### src/rtl/frac32k_pkg.sv
// Package: shared mode type and width helpers for the fractional divider.
// Assumes moduli and the increment fit in 31 bits.
package frac32k_pkg;

    typedef enum logic {
        MODE_FULL = 1'b0,   // reference at full rate, modulus MOD0
        MODE_HALF = 1'b1    // reference halved, modulus MOD1
    } ratio_mode_e;

    // Width that holds the sum of a value below the larger modulus plus the increment.
    function automatic int acc_width(input int mod_a, input int mod_b);
        int m;
        m = (mod_a > mod_b) ? mod_a : mod_b;
        return $clog2(2 * m + 1);
    endfunction

    // Largest toggle spacing, in cycles, for the given modulus and increment.
    function automatic int ceil_div(input int num, input int den);
        return (num + den - 1) / den;
    endfunction

endpackage

### src/rtl/frac32k_modulus.sv
// Modulus selector: maps the ratio-select bit onto the active modulus.
// Assumes both moduli fit in ACC_W bits; purely combinational.
module frac32k_modulus
    import frac32k_pkg::*;
#(
    parameter int MOD0  = 24000000,
    parameter int MOD1  = 12000000,
    parameter int ACC_W = 26
) (
    input  logic             sel,
    output logic [ACC_W-1:0] mod_cur
);

    localparam logic [ACC_W-1:0] MOD0_V = ACC_W'(MOD0);
    localparam logic [ACC_W-1:0] MOD1_V = ACC_W'(MOD1);

    ratio_mode_e mode;

    // Decode the select bit into a mode and pick its modulus.
    always_comb begin
        mode    = ratio_mode_e'(sel);
        mod_cur = (mode == MODE_HALF) ? MOD1_V : MOD0_V;
    end

endmodule

### src/rtl/frac32k_accum.sv
// Phase accumulator: adds INC every cycle and wraps at the active modulus.
// If the modulus shrinks below the stored phase, the phase is first reduced
// by one modulus (without a wrap), then advanced. Assumes INC < both moduli.
module frac32k_accum #(
    parameter int INC   = 65536,
    parameter int MOD0  = 24000000,
    parameter int MOD1  = 12000000,
    parameter int ACC_W = 26
) (
    input  logic             clk,
    input  logic             rst_n,
    input  logic             sel,
    input  logic [ACC_W-1:0] mod_cur,
    output logic             wrap
);

    localparam logic [ACC_W-1:0] INC_V  = ACC_W'(INC);
    localparam logic [ACC_W-1:0] MOD0_V = ACC_W'(MOD0);
    localparam logic [ACC_W-1:0] MOD1_V = ACC_W'(MOD1);

    logic [ACC_W-1:0] acc_q;
    logic [ACC_W-1:0] acc_d;
    logic [ACC_W-1:0] base;
    logic [ACC_W-1:0] sum;
    logic             sel_q;

    // Reduce the stored phase into range, add the increment, detect the wrap.
    always_comb begin
        base  = (acc_q >= mod_cur) ? (acc_q - mod_cur) : acc_q;
        sum   = base + INC_V;
        wrap  = (sum >= mod_cur);
        acc_d = wrap ? (sum - mod_cur) : sum;
    end

    // Phase register with synchronous active-low clear.
    always_ff @(posedge clk) begin
        if (!rst_n) begin
            acc_q <= '0;
            sel_q <= 1'b0;
        end else begin
            acc_q <= acc_d;
            sel_q <= sel;
        end
    end

    // stored phase stays below the modulus it was last updated with.
    a_r8_acc_bound: assert property (@(posedge clk) disable iff (!rst_n)
        acc_q < (sel_q ? MOD1_V : MOD0_V))
        else $error("accumulator out of range");

endmodule

### src/rtl/frac32k_output.sv
// Output stage: toggles the square wave on each wrap and raises a one-cycle
// enable on each rising transition. Also holds a spacing monitor for the
// fractional jitter bound. Assumes at most one wrap per cycle.
module frac32k_output #(
    parameter int INC  = 65536,
    parameter int MOD0 = 24000000,
    parameter int MOD1 = 12000000
) (
    input  logic clk,
    input  logic rst_n,
    input  logic sel,
    input  logic wrap,
    output logic sq_out,
    output logic tick_en
);

    localparam int LO0   = MOD0 / INC;
    localparam int HI0   = frac32k_pkg::ceil_div(MOD0, INC);
    localparam int LO1   = MOD1 / INC;
    localparam int HI1   = frac32k_pkg::ceil_div(MOD1, INC);
    localparam int HIMAX = (HI0 > HI1) ? HI0 : HI1;
    localparam int CNT_W = $clog2(HIMAX + 2);

    logic             sq_q;
    logic             en_q;
    logic [CNT_W-1:0] gap_q;
    logic             skip_q;
    logic             sel_q;

    // Square-wave toggle and rising-edge enable, both registered.
    always_ff @(posedge clk) begin
        if (!rst_n) begin
            sq_q <= 1'b0;
            en_q <= 1'b0;
        end else begin
            sq_q <= sq_q ^ wrap;
            en_q <= wrap & ~sq_q;
        end
    end

    // Monitor state: cycles since last wrap, and whether a mode change intervened.
    always_ff @(posedge clk) begin
        if (!rst_n) begin
            gap_q  <= '0;
            skip_q <= 1'b0;
            sel_q  <= 1'b0;
        end else begin
            sel_q <= sel;
            if (wrap) begin
                gap_q  <= '0;
                skip_q <= 1'b0;
            end else begin
                if (gap_q != {CNT_W{1'b1}}) gap_q <= gap_q + 1'b1;
                if (sel != sel_q) skip_q <= 1'b1;
            end
        end
    end

    assign sq_out  = sq_q;
    assign tick_en = en_q;

    // enable never lasts two cycles.
    a_r5_en_single: assert property (@(posedge clk) disable iff (!rst_n)
        en_q |=> !en_q)
        else $error("enable longer than one cycle");

    // enable only accompanies a fresh rising output edge.
    a_r5_en_on_rise: assert property (@(posedge clk) disable iff (!rst_n)
        en_q |-> (sq_q && !$past(sq_q)))
        else $error("enable without rising edge");

    // wrap spacing within one cycle of the exact ratio (mode 0).
    a_r4_spacing_full: assert property (@(posedge clk) disable iff (!rst_n)
        (wrap && !skip_q && sel == sel_q && !sel) |->
            (32'(gap_q) + 1 >= LO0 && 32'(gap_q) + 1 <= HI0))
        else $error("mode 0 spacing out of bound");

    // wrap spacing within one cycle of the exact ratio (mode 1).
    a_r4_spacing_half: assert property (@(posedge clk) disable iff (!rst_n)
        (wrap && !skip_q && sel == sel_q && sel) |->
            (32'(gap_q) + 1 >= LO1 && 32'(gap_q) + 1 <= HI1))
        else $error("mode 1 spacing out of bound");

endmodule

### src/rtl/frac32k_divider.sv
// Top: fractional divider from a 24/12 MHz reference to 32.768 kHz.
// Chains modulus select, phase accumulator and output stage.
// Assumes ratio_sel is synchronous to clk_ref and INC < MOD1, INC < MOD0.
module frac32k_divider #(
    parameter int INC  = 65536,
    parameter int MOD0 = 24000000,
    parameter int MOD1 = 12000000
) (
    input  logic clk_ref,
    input  logic rst_n,
    input  logic ratio_sel,
    output logic tick_en,
    output logic sq_out
);

    localparam int ACC_W = frac32k_pkg::acc_width(MOD0, MOD1);

    logic [ACC_W-1:0] mod_cur;
    logic             wrap;

    frac32k_modulus #(.MOD0(MOD0), .MOD1(MOD1), .ACC_W(ACC_W)) u_mod (
        .sel     (ratio_sel),
        .mod_cur (mod_cur)
    );

    frac32k_accum #(.INC(INC), .MOD0(MOD0), .MOD1(MOD1), .ACC_W(ACC_W)) u_acc (
        .clk     (clk_ref),
        .rst_n   (rst_n),
        .sel     (ratio_sel),
        .mod_cur (mod_cur),
        .wrap    (wrap)
    );

    frac32k_output #(.INC(INC), .MOD0(MOD0), .MOD1(MOD1)) u_out (
        .clk     (clk_ref),
        .rst_n   (rst_n),
        .sel     (ratio_sel),
        .wrap    (wrap),
        .sq_out  (sq_out),
        .tick_en (tick_en)
    );

endmodule

### config.mk
export PLATFORM = sky130hd
export DESIGN_NAME = frac32k_divider
export DESIGN_NICKNAME = d
export VERILOG_FILES = /design/src/rtl/frac32k_pkg.sv /design/src/rtl/frac32k_modulus.sv /design/src/rtl/frac32k_accum.sv /design/src/rtl/frac32k_output.sv /design/src/rtl/frac32k_divider.sv
export SDC_FILE = /design/constraint.sdc
export NUM_CORES = 1
export LEC_CHECK = 0
export ABC_CLOCK_PERIOD_IN_PS = 8100
export BUFFER_PORTS_ARGS = -buffer_cell sky130_fd_sc_hd__buf_2
export CAP_MARGIN = 20
export CORE_MARGIN = 4
export CORE_UTILIZATION = 64
export DETAILED_ROUTE_END_ITERATION = 16
export GPL_TIMING_DRIVEN = 0
export PLACE_DENSITY = 0.81
export SETUP_SLACK_MARGIN = 0.05
export SYNTH_ARGS = -nofsm -noshare
export SYNTH_HDL_FRONTEND = slang
export SYNTH_SLANG_ARGS = --single-unit
### constraint.sdc
create_clock -name clk_ref -period 8.1 [get_ports clk_ref]
set_clock_uncertainty 0.05 [all_clocks]
set_input_delay 1.62 -clock clk_ref [delete_from_list [all_inputs] [get_ports clk_ref]]
set_output_delay 1.62 -clock clk_ref [all_outputs]
set_load 0.1 [all_outputs]
[Word level (Yosys, flattened, before mapping)]
Cells that the tools add are included.
Cells by class
  $add $sub $neg: 3
  magnitude comparators: 2
  mux-type cells: 3
  bitwise gates (word level): 3
Operator list (count)
  $ge 26x25->1: 2
  $mux 26: 2
  $sub 26x25->26: 2
  $add 26x17->26 const B: 1
  $mux 25: 1
  $and 1x1->1: 1
  $not 1->1: 1
  $xor 1x1->1: 1
Storage, ports and cells
  register bits after elaboration: 28
  output and inout bits: 2
  logic and storage cells: 14

[Depth between registers and ports, before layout]
Gate-level depths: netlist of run 1.
  depth after elaboration: 6
  mapped depth: 28
  gate-level depth less buffers: 24

[By module]
Synthesis of run 1 repeated with hierarchy kept, for this count alone.
Second synthesis, totals
  cells, all modules: 656
  area total of the unflattened synthesis: 4624.4 sq um
By module, submodules not included
  frac32k_accum: instances 1, cells each 622, area each 4349.2 sq um
  frac32k_modulus: instances 1, cells each 28, area each 198.9 sq um
  frac32k_output: instances 1, cells each 6, area each 76.3 sq um

[Worst setup path after synthesis of run 1]
No wires, ideal clock.
  kind: input-to-reg
  start point: input ratio_sel
  end point: register u_out.sq_q, in the netlist u_out.sq_out
  setup time: 65 ps
  data arrival time: 6314 ps
  required time: 7985 ps
  path slack: 1671 ps
  cell stages on the path: 27
  buffers on the path: 5
  cell sequence: inv_1 -> ha_1 -> buf_2 -> o211ai_1 -> o21ai_1 -> nand2b_1 -> clkbuf_1 -> and2_4 -> buf_6 -> clkbuf_1 -> nor2_1 -> a21oi_1 -> inv_1 -> ha_1 -> nand2_1 -> nor2_1 -> xnor2_1 -> ha_1 -> a21o_1 -> a31o_2 -> o41ai_4 -> a31oi_1 -> a221oi_2 -> inv_2 -> buf_6 -> ha_1 -> nor2b_1
On the way
  word-level cells in the longest chain between the ends: 6
RTL lines
  start: declaration: RTL line frac32k_divider.sv:11  | input logic ratio_sel,
  $mux 25 (*): RTL line frac32k_modulus.sv:22  | mod_cur = (mode == MODE_HALF) ? MOD1_V : MOD0_V;
  $sub 26x25->26 / $ge 26x25->1 (equally long branches): RTL line frac32k_accum.sv:29  | base = (acc_q >= mod_cur) ? (acc_q - mod_cur) : acc_q;
  $mux 26: RTL line frac32k_accum.sv:29
  $add 26x17->26: RTL line frac32k_accum.sv:30  | sum = base + INC_V;
  $ge 26x25->1 (*): RTL line frac32k_accum.sv:31  | wrap = (sum >= mod_cur);
  $xor 1x1->1 (*): RTL line frac32k_output.sv:36  | sq_q <= sq_q ^ wrap;
  end signal: assignment: RTL line frac32k_output.sv:36
  end: declaration: RTL line frac32k_output.sv:24  | logic sq_q;
Every way passes the cells marked *; elsewhere a longest branch is shown, timed or not.
A chain may end at the register's enable or synchronous reset.

[Worst setup path after layout of run 1]
  start point: input ratio_sel
  end point: register u_out.en_q, in the netlist u_out.tick_en
On the way
  word-level cells in the longest chain between the ends: 6
RTL lines
  $mux 25 (*): RTL line frac32k_modulus.sv:22
  $sub 26x25->26 / $ge 26x25->1 (equally long branches): RTL line frac32k_accum.sv:29
  $mux 26: RTL line frac32k_accum.sv:29
  $add 26x17->26: RTL line frac32k_accum.sv:30
  $ge 26x25->1 (*): RTL line frac32k_accum.sv:31
  $and 1x1->1 (*): RTL line frac32k_output.sv:37  | en_q <= wrap & ~sq_q;
  end signal: assignment: RTL line frac32k_output.sv:37
  end: declaration: RTL line frac32k_output.sv:25  | logic en_q;
Marked as above.

==> impl_metrics.yaml, run 1 <==
run_status:
  status: "completed"
cts:
  clock_latency_ns: 0.27
  path_clk_slew_ns: 0.09
  cts_made_buffers: 3
  cts-root-buf: "clkbuf_8"
  htree_levels: 1
  postCtsSetupRepairBufs: 0
  cts_tree: "done"
  clkSinkCount: 20
  clk_path_buf_depth: 2
  postCtsHoldBufs: 0
  ctsResizeCount: 0
timing:
  fmax_mhz: 131
  finalCritPeriodShare_pct: 93.9
  layout_setup_ws_ns: 0.491
  rsz0062_at_grt: "false"
  finalCriticalPeriod_ns: 7.61
  setup_violations: 0
  tightestPinTransition_ns: 0.790
  slew_headroom_pct: 46.0
  slew_violations: 0
  setup_tns_ns: 0
  hold_viol: 0
job:
  max_cap_viol_count: 0
yosys:
  ys_types: 75
  syn_area_per_cell_um2: 7.89
  synth_edf_count: 0
  synth-main-ff-cell: "dfxtp_1"
  ys_seq_area_share_pct: 14.4
  ys_ff_latch: 20
  syn_inst: 353
  synthArstFlopShare_pct: 0
  syn-num-nets: 381
  ys_warn_count: 0
  syn_area_um2: 2790
place:
  io_buffers: 4
  hpwl_um: 5380
  place_congestion: 1.00
  dp_cells: 407
  dpl_cell_area_um2: 2870
  pre_cts_ws_ns: 0.212
setup_path:
  cp_slowest_cell: "a221oi_4"
  r2r_end: "u_out.tick_en$_SDFF_PN0_"
  startpoint_type: "primary input"
  cp_slowest_stage_delay_ns: 0.51
  path_class: "primary input to flop"
  endpoint_kind: "flop"
  cpMostUsedCell: "ha_1"
  regToRegSetupSlack_ns: 2.11
  critPathBufInv: 8
  cp-endpoint: "u_out.tick_en$_SDFF_PN0_"
  cp.arrival_ns: 7.74
  cp_max_fo: 14
  crit_start: "ratio_sel"
  worstRegToRegCells: 25
  required_ns: 8.23
  path_depth: 25
  cpLargestDelayFamily: "compound AO/OA/AOI/OAI gates"
  r2r-start: "u_acc.acc_q[8]$_SDFF_PN0_"
finish:
  layout.nets: 390
  area_growth_pct: 5.93
  instances_no_fill: 411
  antennaDiodeCount: 0
  fill_cells: 339
  drive_gt1_share_pct: 10.8
  final_area_um2: 2950
die:
  rows: 23
  initial_core_util_pct: 67.7
  die_w_um: 74.0
  pin_count: 5
  core_area_um2: 4120
  die_y_um: 74.0
  dieArea_um2: 5470
route:
  dr_wl_met3_um: 455
  wire_per_inst_um: 17.5
  drt_pass1_iterations: 5
  drt_wl_total_um: 7180
  top_layer: "met4"
  viasPerCell: 6.62
  post-route-drc-count: 0
  route.vias.total: 2722
  drtAntennaViolNets: 0
  routed-wl-met2_um: 2980
  m1WireLength_um: 3550
  drtIter0Drc: 233
power:
  p_total_w: 0.000257
  irDropWorstVdd_mv: 0.154
  p_leak_nw: 1.33
  powerDensity_nw_per_um2: 87.1
global_routing:
  grt.overflow.total: 0
  grt_max_degree: 15
  grt_pass1_vias: 2502
  track_usage_pct: 27.7
  grt_pass1_wl_um: 12000
  antenna_found_initial: 0
hold_path:
  min_path_type: "flop to flop"
  hold_depth: 3
==> cell usage after synthesis (all sizes together), types with 3 or more instances <==
library cell   n  area [um^2]
nand4          8         56.3
nand2b         8         50.1
inv           16         60.1
nor2          20         75.1
nand3         12         60.1
o311ai         3         26.3
a21boi         5         37.5
o21a           5         37.5
o41ai          5         81.3
or3            5         36.3
a211o          3         26.3
or2            5         31.3
and3           6         37.5
buf           12         80.1
a21o           9         67.6
nor3           7         40.0
a21oi         18         93.8
a31oi          8         65.1
xnor2         22          193
mux2i          9         90.1
o21ai         14         70.1
o2111ai        3         26.3
clkbuf         7         26.3
nand2         34          128
xor2           8         70.1
ha            25          313
and2           7         46.3
o31ai          3         22.5
o211a          5         50.1
dfxtp         20          400
==> layout make-up <==
type | instances | area (um^2) | share of cell area (%)
sequential | 20 | 400 | 13.6
buffer | 19 | 106 | 3.60
multi-input combinational | 298 | 2230 | 75.6
timing repair buffer | 4 | 20.0 | 0.678
clock buffer | 3 | 41.3 | 1.40
clock inverter | 1 | 30.0 | 1.02
tap | 50 | 62.6 | 2.12
inverter | 16 | 60.1 | 2.03
==> logic make-up (layout without fill, tap and decap cells) <==
group                    after synthesis  in the layout  synth area share, %
buffers and inverters                 35             43                 5.97
AO/OA/AOI/OAI                        103            103                 29.5
AND/OR/NAND/NOR                      130            130                 25.5
XOR/XNOR                              31             31                 10.2
multiplexers                           9              9                 3.23
flip-flops                            20             20                 14.4
adder cells (fa/ha/maj)               25             25                 11.2
==> worst min-delay path by stage <==
stage / startpoint / end / slack [ns]
after CTS: u_out.sq_out$_SDFF_PN0_ / u_out.sq_out$_SDFF_PN0_ / 0.51
after detailed placement: u_out.sq_out$_SDFF_PN0_ / u_out.sq_out$_SDFF_PN0_ / 0.51
after floorplan: u_acc.acc_q[13]$_SDFF_PN0_ / u_acc.acc_q[13]$_SDFF_PN0_ / 0.52
final: u_out.sq_out$_SDFF_PN0_ / u_out.sq_out$_SDFF_PN0_ / 0.51
after global placement: u_out.sq_out$_SDFF_PN0_ / u_out.sq_out$_SDFF_PN0_ / 0.49
after global routing: u_out.sq_out$_SDFF_PN0_ / u_out.sq_out$_SDFF_PN0_ / 0.58
==> routing by layer <==
layer  vias to the layer above  GRT usage [%]
li1                       1349              -
met1                      1248           41.9
met2                       105           42.8
met3                        20           1.22
met4                         0           7.44
met5                         -              0
==> flip-flops by register name (all words and copies together), names as in the netlist <==
name	count
u_acc.acc_q	18
u_out.sq_out	1
u_out.tick_en	1
==> where the power goes <==
| group | total (W) | internal, W | switching (W) | leakage, nW |
|---|---|---|---|---|
| Combinational | 0.0000537 | 0.0000200 | 0.0000337 | 1.13 |
| Sequential | 0.000100 | 0.0000996 | 0.000000885 | 0.162 |
| Clock | 0.000103 | 0.0000661 | 0.0000369 | 0.0357 |
==> tightest hold or removal path: stages, from the launching register on <==
cell,delay (ns)
dfxtp_1,0.32
inv_1,0.05
ha_1,0.12
nor2b_1,0.04
==> per-stage QoR <==
stage	utilization [%]	hold WS (ns)
after global routing	71.7	0.576
after detailed placement	69.7	0.506
after global placement	69.7	0.487
after CTS	71.5	0.513
after floorplan	-	0.517
final	71.7	0.511
==> cell usage in the layout, fill, tap and decap left out, drive strengths merged, types with 3 or more instances in the layout <==
master / count
o31ai: 3
inv: 16
clkbuf: 10
a21o: 9
nand2: 34
buf: 16
o41ai: 5
and3: 6
a21oi: 18
o21ai: 14
nand4: 8
a21boi: 5
mux2i: 9
nand3: 12
nor2: 20
o311ai: 3
and2: 7
a211o: 3
dfxtp: 20
xor2: 8
nand2b: 8
nor3: 7
o211a: 5
a31oi: 8
ha: 25
o21a: 5
o2111ai: 3
or2: 5
xnor2: 22
or3: 5
Note: power is estimated with default switching activity, not from simulation.
==> run 2: changes to the inputs <==
--- a/config.mk
+++ b/config.mk
@@ -13,6 +13,7 @@
 export DETAILED_ROUTE_END_ITERATION = 16
 export GPL_TIMING_DRIVEN = 0
 export PLACE_DENSITY = 0.81
+export REMOVE_ABC_BUFFERS = 1
 export SETUP_SLACK_MARGIN = 0.05
 export SYNTH_ARGS = -nofsm -noshare
 export SYNTH_HDL_FRONTEND = slang
==> run 2 against run 1 <==
Sequential power about the same. Sequential cell count unchanged. Final area down 3.2%. Routed wire length down 7.3%. First-iteration DRC count up 4.7%. Combinational power down 9.1%. Final cell count down 4.1%. Critical path depth down 2. Non-clock buffer count down 17. Clock power down 24%. Critical path type unchanged. Highest routed layer unchanged.
==> impl_metrics.yaml, run 2 (same netlist as run 1, synthesis figures left out) <==
run_status:
  status: "completed"
setup_path:
  critPathBufInv: 5
  cp_slowest_stage_delay_ns: 0.47
  cp_slowest_cell: "ha_1"
  cpLargestDelayFamily: "compound AO/OA/AOI/OAI gates"
  startpoint_type: "primary input"
  cpMostUsedCell: "ha_1"
  path_cells: "buf_2 -> inv_1 -> ha_1 -> a21oi_1 -> o41ai_4 -> a31oi_4 -> nand2_1 -> o21ai_0 -> ha_1 -> inv_1 -> ha_1 -> a21oi_1 -> o21ai_0 -> nand3_1 -> o31a_1 -> nand3_1 -> o41ai_4 -> a31oi_1 -> a221oi_4 -> buf_12 -> inv_2 -> ha_1 -> nor2b_1"
  regToRegSetupSlack_ns: 2.52
  path_depth: 23
  path_class: "primary input to flop"
  cp_max_fo: 17
  worstRegToRegCells: 24
  cp.arrival_ns: 7.43
  endpoint_kind: "flop"
  required_ns: 8.25
global_routing:
  grt_max_degree: 26
  grt.overflow.total: 0
  track_usage_pct: 25.0
  grtUsageMet2_pct: 39.8
  global_route.usage.met1_pct: 35.4
  use_met3_pct: 2.70
  grt_pass1_vias: 2289
  busiest_layer: "met2"
  antenna_found_initial: 0
  grt_pass1_wl_um: 10800
finish:
  final_area_um2: 2860
  fill_cells: 327
  area_growth_pct: 2.51
  drive_gt1_share_pct: 8.43
  instances_no_fill: 394
  regMostFlops: "u_acc.acc_q"
  layout.nets: 373
  largest_reg_flops: 18
  antennaDiodeCount: 0
  final_cell_mix: "34 x nand2_1, 25 x ha_1, 22 x xnor2_1"
  final_common_cell: "nand2_1"
  fin_util_pct: 69.4
cts:
  cts_tree: "done"
  clkSinkCount: 20
  cts_made_buffers: 3
  cts-root-buf: "clkbuf_8"
  htree_levels: 1
  postCtsHoldBufs: 0
  path_clk_slew_ns: 0.07
  clock_latency_ns: 0.26
  clk_path_buf_depth: 2
die:
  die_y_um: 74.0
  pin_count: 5
  dieArea_um2: 5470
  core_area_um2: 4120
  rows: 23
  die_w_um: 74.0
  initial_core_util_pct: 67.7
route:
  viasPerCell: 6.54
  wire_per_inst_um: 16.9
  drtIter0Drc: 244
  route.vias.total: 2577
  drtAntennaViolNets: 0
  post-route-drc-count: 0
  drt_wl_total_um: 6660
  drt_pass1_iterations: 4
place:
  place_congestion: 0.923
  io_buffers: 4
  dpl_cell_area_um2: 2760
  hpwl_um: 4900
  dp_cells: 388
timing:
  setup_violations: 0
  tightestPinTransition_ns: 0.646
  slew_headroom_pct: 56.3
  finalCriticalPeriod_ns: 7.28
  fmax_mhz: 137
  hold_viol: 0
  finalCritPeriodShare_pct: 89.9
  slew_violations: 0
  rsz0062_at_grt: "false"
power:
  irDropWorstVdd_mv: 0.0929
  p_leak_nw: 1.27
  powerDensity_nw_per_um2: 80.5
job:
  max_cap_viol_count: 0
hold_path:
  hold_depth: 3
  min_path_type: "flop to flop"
-- run 2: power by group --
group	switching, W	total (W)	internal [W]
Clock	0.0000348	0.0000782	0.0000433
Sequential	0.00000323	0.000103	0.0000996
Combinational	0.0000298	0.0000488	0.0000190
-- run 2: what timing repair did --
action,in CTS,in global routing
endpoints found under the setup margin,0,15
buffers inserted,0,2
resized for setup,0,1
-- run 2: cell type report --
class | count | area (um^2) | area share [%]
inverters | 16 | 60.1 | 2.10
repair buffers | 6 | 47.5 | 1.66
flip-flops and latches | 20 | 400 | 14.0
well taps | 50 | 62.6 | 2.19
multi-input cells | 298 | 2230 | 78.1
clock buffers | 4 | 55.1 | 1.93
-- run 2: worst paths after layout --
path,from,end
hold reg to reg,u_out.sq_out$_SDFF_PN0_,u_out.sq_out$_SDFF_PN0_
setup reg to reg,u_acc.acc_q[8]$_SDFF_PN0_,u_out.sq_out$_SDFF_PN0_
setup / recovery,ratio_sel,u_out.sq_out$_SDFF_PN0_
hold / removal,u_out.sq_out$_SDFF_PN0_,u_out.sq_out$_SDFF_PN0_
-- run 2: metrics by stage --
step | worst slack, ns | hold slack (ns) | power (W) | TNS, ns
global route | 0.419 | 0.548 | 0.000243 | 0
floorplan | 1.63 | 0.517 | 0.000140 | 0
CTS | 0.0879 | 0.527 | 0.000229 | 0
finish | 0.818 | 0.524 | 0.000230 | 0
global placement | -0.0323 | 0.489 | 0.000152 | -0.0496
detailed placement | -0.154 | 0.514 | 0.000153 | -0.412
-- run 2: layer usage --
metal | up-vias | routed length, um
met5 | - | 0
met3 | 14 | 283
met4 | 0 | 131
met1 | 1186 | 3330
met2 | 69 | 2920
li1 | 1308 | -
-- run 2: tightest hold or removal path, stage by stage (launching register included) --
cell and delay, ns:
dfxtp_1 0.32, inv_1 0.05, ha_1 0.12, nor2b_1 0.04
==> run 3: changes to the inputs <==
--- a/config.mk
+++ b/config.mk
@@ -13,6 +13,7 @@
 export DETAILED_ROUTE_END_ITERATION = 16
 export GPL_TIMING_DRIVEN = 0
 export PLACE_DENSITY = 0.81
+export RECOVER_POWER = 100
 export REMOVE_ABC_BUFFERS = 1
 export SETUP_SLACK_MARGIN = 0.05
 export SYNTH_ARGS = -nofsm -noshare
==> run 3 against run 2 <==
Count of clock-buffer cells in the layout unchanged. Critical path depth increased by 1. Die area unchanged. Core utilization decreased by 1.1 points. Routed wire length decreased by 0.18%. Highest routed layer unchanged.
==> impl_metrics.yaml, run 3 (same netlist as run 1, synthesis figures left out) <==
finish:
  regMostFlops: "u_acc.acc_q"
  drive_gt1_share_pct: 6.98
  fill_cells: 337
  layout.nets: 373
  final_cell_mix: "34 x nand2_1, 25 x ha_1, 22 x xnor2_1"
  largest_reg_flops: 18
  final_common_cell: "nand2_1"
  antennaDiodeCount: 0
  area_growth_pct: 0.898
  final_area_um2: 2810
route:
  post-route-drc-count: 0
  drt_wl_total_um: 6650
  wire_per_inst_um: 16.9
  drt_pass1_iterations: 5
  drtAntennaViolNets: 0
  drtIter0Drc: 258
  viasPerCell: 6.70
  route.vias.total: 2640
global_routing:
  grt_pass1_wl_um: 10800
  antenna_found_initial: 0
  grt_max_degree: 26
  track_usage_pct: 25.0
  grt.overflow.total: 0
  grt_pass1_vias: 2289
setup_path:
  cp_max_fo: 17
  critPathBufInv: 5
  endpoint_kind: "flop"
  startpoint_type: "primary input"
  path_class: "primary input to flop"
  path_cells: "buf_2 -> inv_1 -> ha_1 -> nand3_1 -> o41ai_1 -> a31oi_4 -> nand2_1 -> nand2_1 -> o21ai_0 -> ha_1 -> inv_1 -> ha_1 -> a21oi_1 -> o21ai_0 -> nand3_1 -> o31a_1 -> nand3_1 -> o41ai_4 -> a31oi_1 -> a221oi_1 -> buf_12 -> inv_2 -> ha_1 -> nor2b_1"
  cpLargestDelayFamily: "compound AO/OA/AOI/OAI gates"
  cp.arrival_ns: 7.58
  cp_slowest_stage_delay_ns: 0.62
  cp_slowest_cell: "o41ai_1"
  required_ns: 8.25
  cpMostUsedCell: "ha_1"
timing:
  finalCritPeriodShare_pct: 91.7
  slew_headroom_pct: 23.1
  setup_violations: 0
  finalCriticalPeriod_ns: 7.43
  whs_ns: 0.526
  tightestPinTransition_ns: 1.16
  fmax_mhz: 135
  rsz0062_at_grt: "false"
  slew_violations: 0
  hold_viol: 0
  setup_tns_ns: 0
job:
  max_cap_viol_count: 0
place:
  dpl_cell_area_um2: 2760
  place_congestion: 0.923
  hpwl_um: 4900
  io_buffers: 4
cts:
  cts-root-buf: "clkbuf_8"
  clock_latency_ns: 0.26
  cts_tree: "done"
  path_clk_slew_ns: 0.07
  htree_levels: 1
  cts_made_buffers: 3
  clk_path_buf_depth: 2
  clkSinkCount: 20
hold_path:
  min_path_type: "flop to flop"
power:
  p_leak_nw: 1.21
  powerDensity_nw_per_um2: 81.6
  p_total_w: 0.000229
  irDropWorstVdd_mv: 0.0930
die:
  core_area_um2: 4120
  die_y_um: 74.0
  pin_count: 5
  dieArea_um2: 5470
  rows: 23
  initial_core_util_pct: 67.7
  die_w_um: 74.0
run_status:
  status: "completed"
run 3: worst paths after layout:
| kind | to | cells past startpoint | slack [ns] | from |
|---|---|---|---|---|
| max | u_out.sq_out$_SDFF_PN0_ | 24 | 0.67 | ratio_sel |
| min | u_out.sq_out$_SDFF_PN0_ | 3 | 0.53 | u_out.sq_out$_SDFF_PN0_ |
| max reg2reg | u_out.sq_out$_SDFF_PN0_ | 22 | 2.39 | u_acc.acc_q[16]$_SDFF_PN0_ |
| min reg2reg | u_out.sq_out$_SDFF_PN0_ | 3 | 0.53 | u_out.sq_out$_SDFF_PN0_ |
run 3: tightest hold or removal path, stage by stage, from the launching register on:
cell	delay, ns
dfxtp_1	0.32
inv_1	0.05
ha_1	0.12
nor2b_1	0.04
run 3: area by class of cell:
cell class                      count  area, um^2  share of cell area, %
Inverter                           16        60.1                   2.14
Clock buffer                        4        55.1                   1.96
Tap cell                           50        62.6                   2.23
Sequential cell                    20         400                   14.2
Timing Repair Buffer                6        45.0                   1.60
Multi-Input combinational cell    298        2190                   77.8
run 3: routing by layer:
layer,wire length [um],global-route usage [%]
met3,480,2.70
met5,0,0
met1,3140,35.4
met4,129,8.05
met2,2900,39.8
run 3: what timing repair did:
item,CTS,global route
endpoints found under the setup margin,0,15
hold buffers,0,0
buffers inserted,0,2
gates resized for setup,0,1
run 3: per-stage QoR:
stage,std cells,util [%],setup WS (ns)
final,394,68.3,0.669
after global routing,394,68.3,0.233
after CTS,392,68.5,0.0879
after detailed placement,388,67.1,-0.154
after global placement,388,67.1,-0.0323
after floorplan,334,-,1.63
run 3: report_power, final:
group,internal (W),switching [W]
clock,0.0000433,0.0000349
sequential,0.0000996,0.00000309
combinational,0.0000190,0.0000295
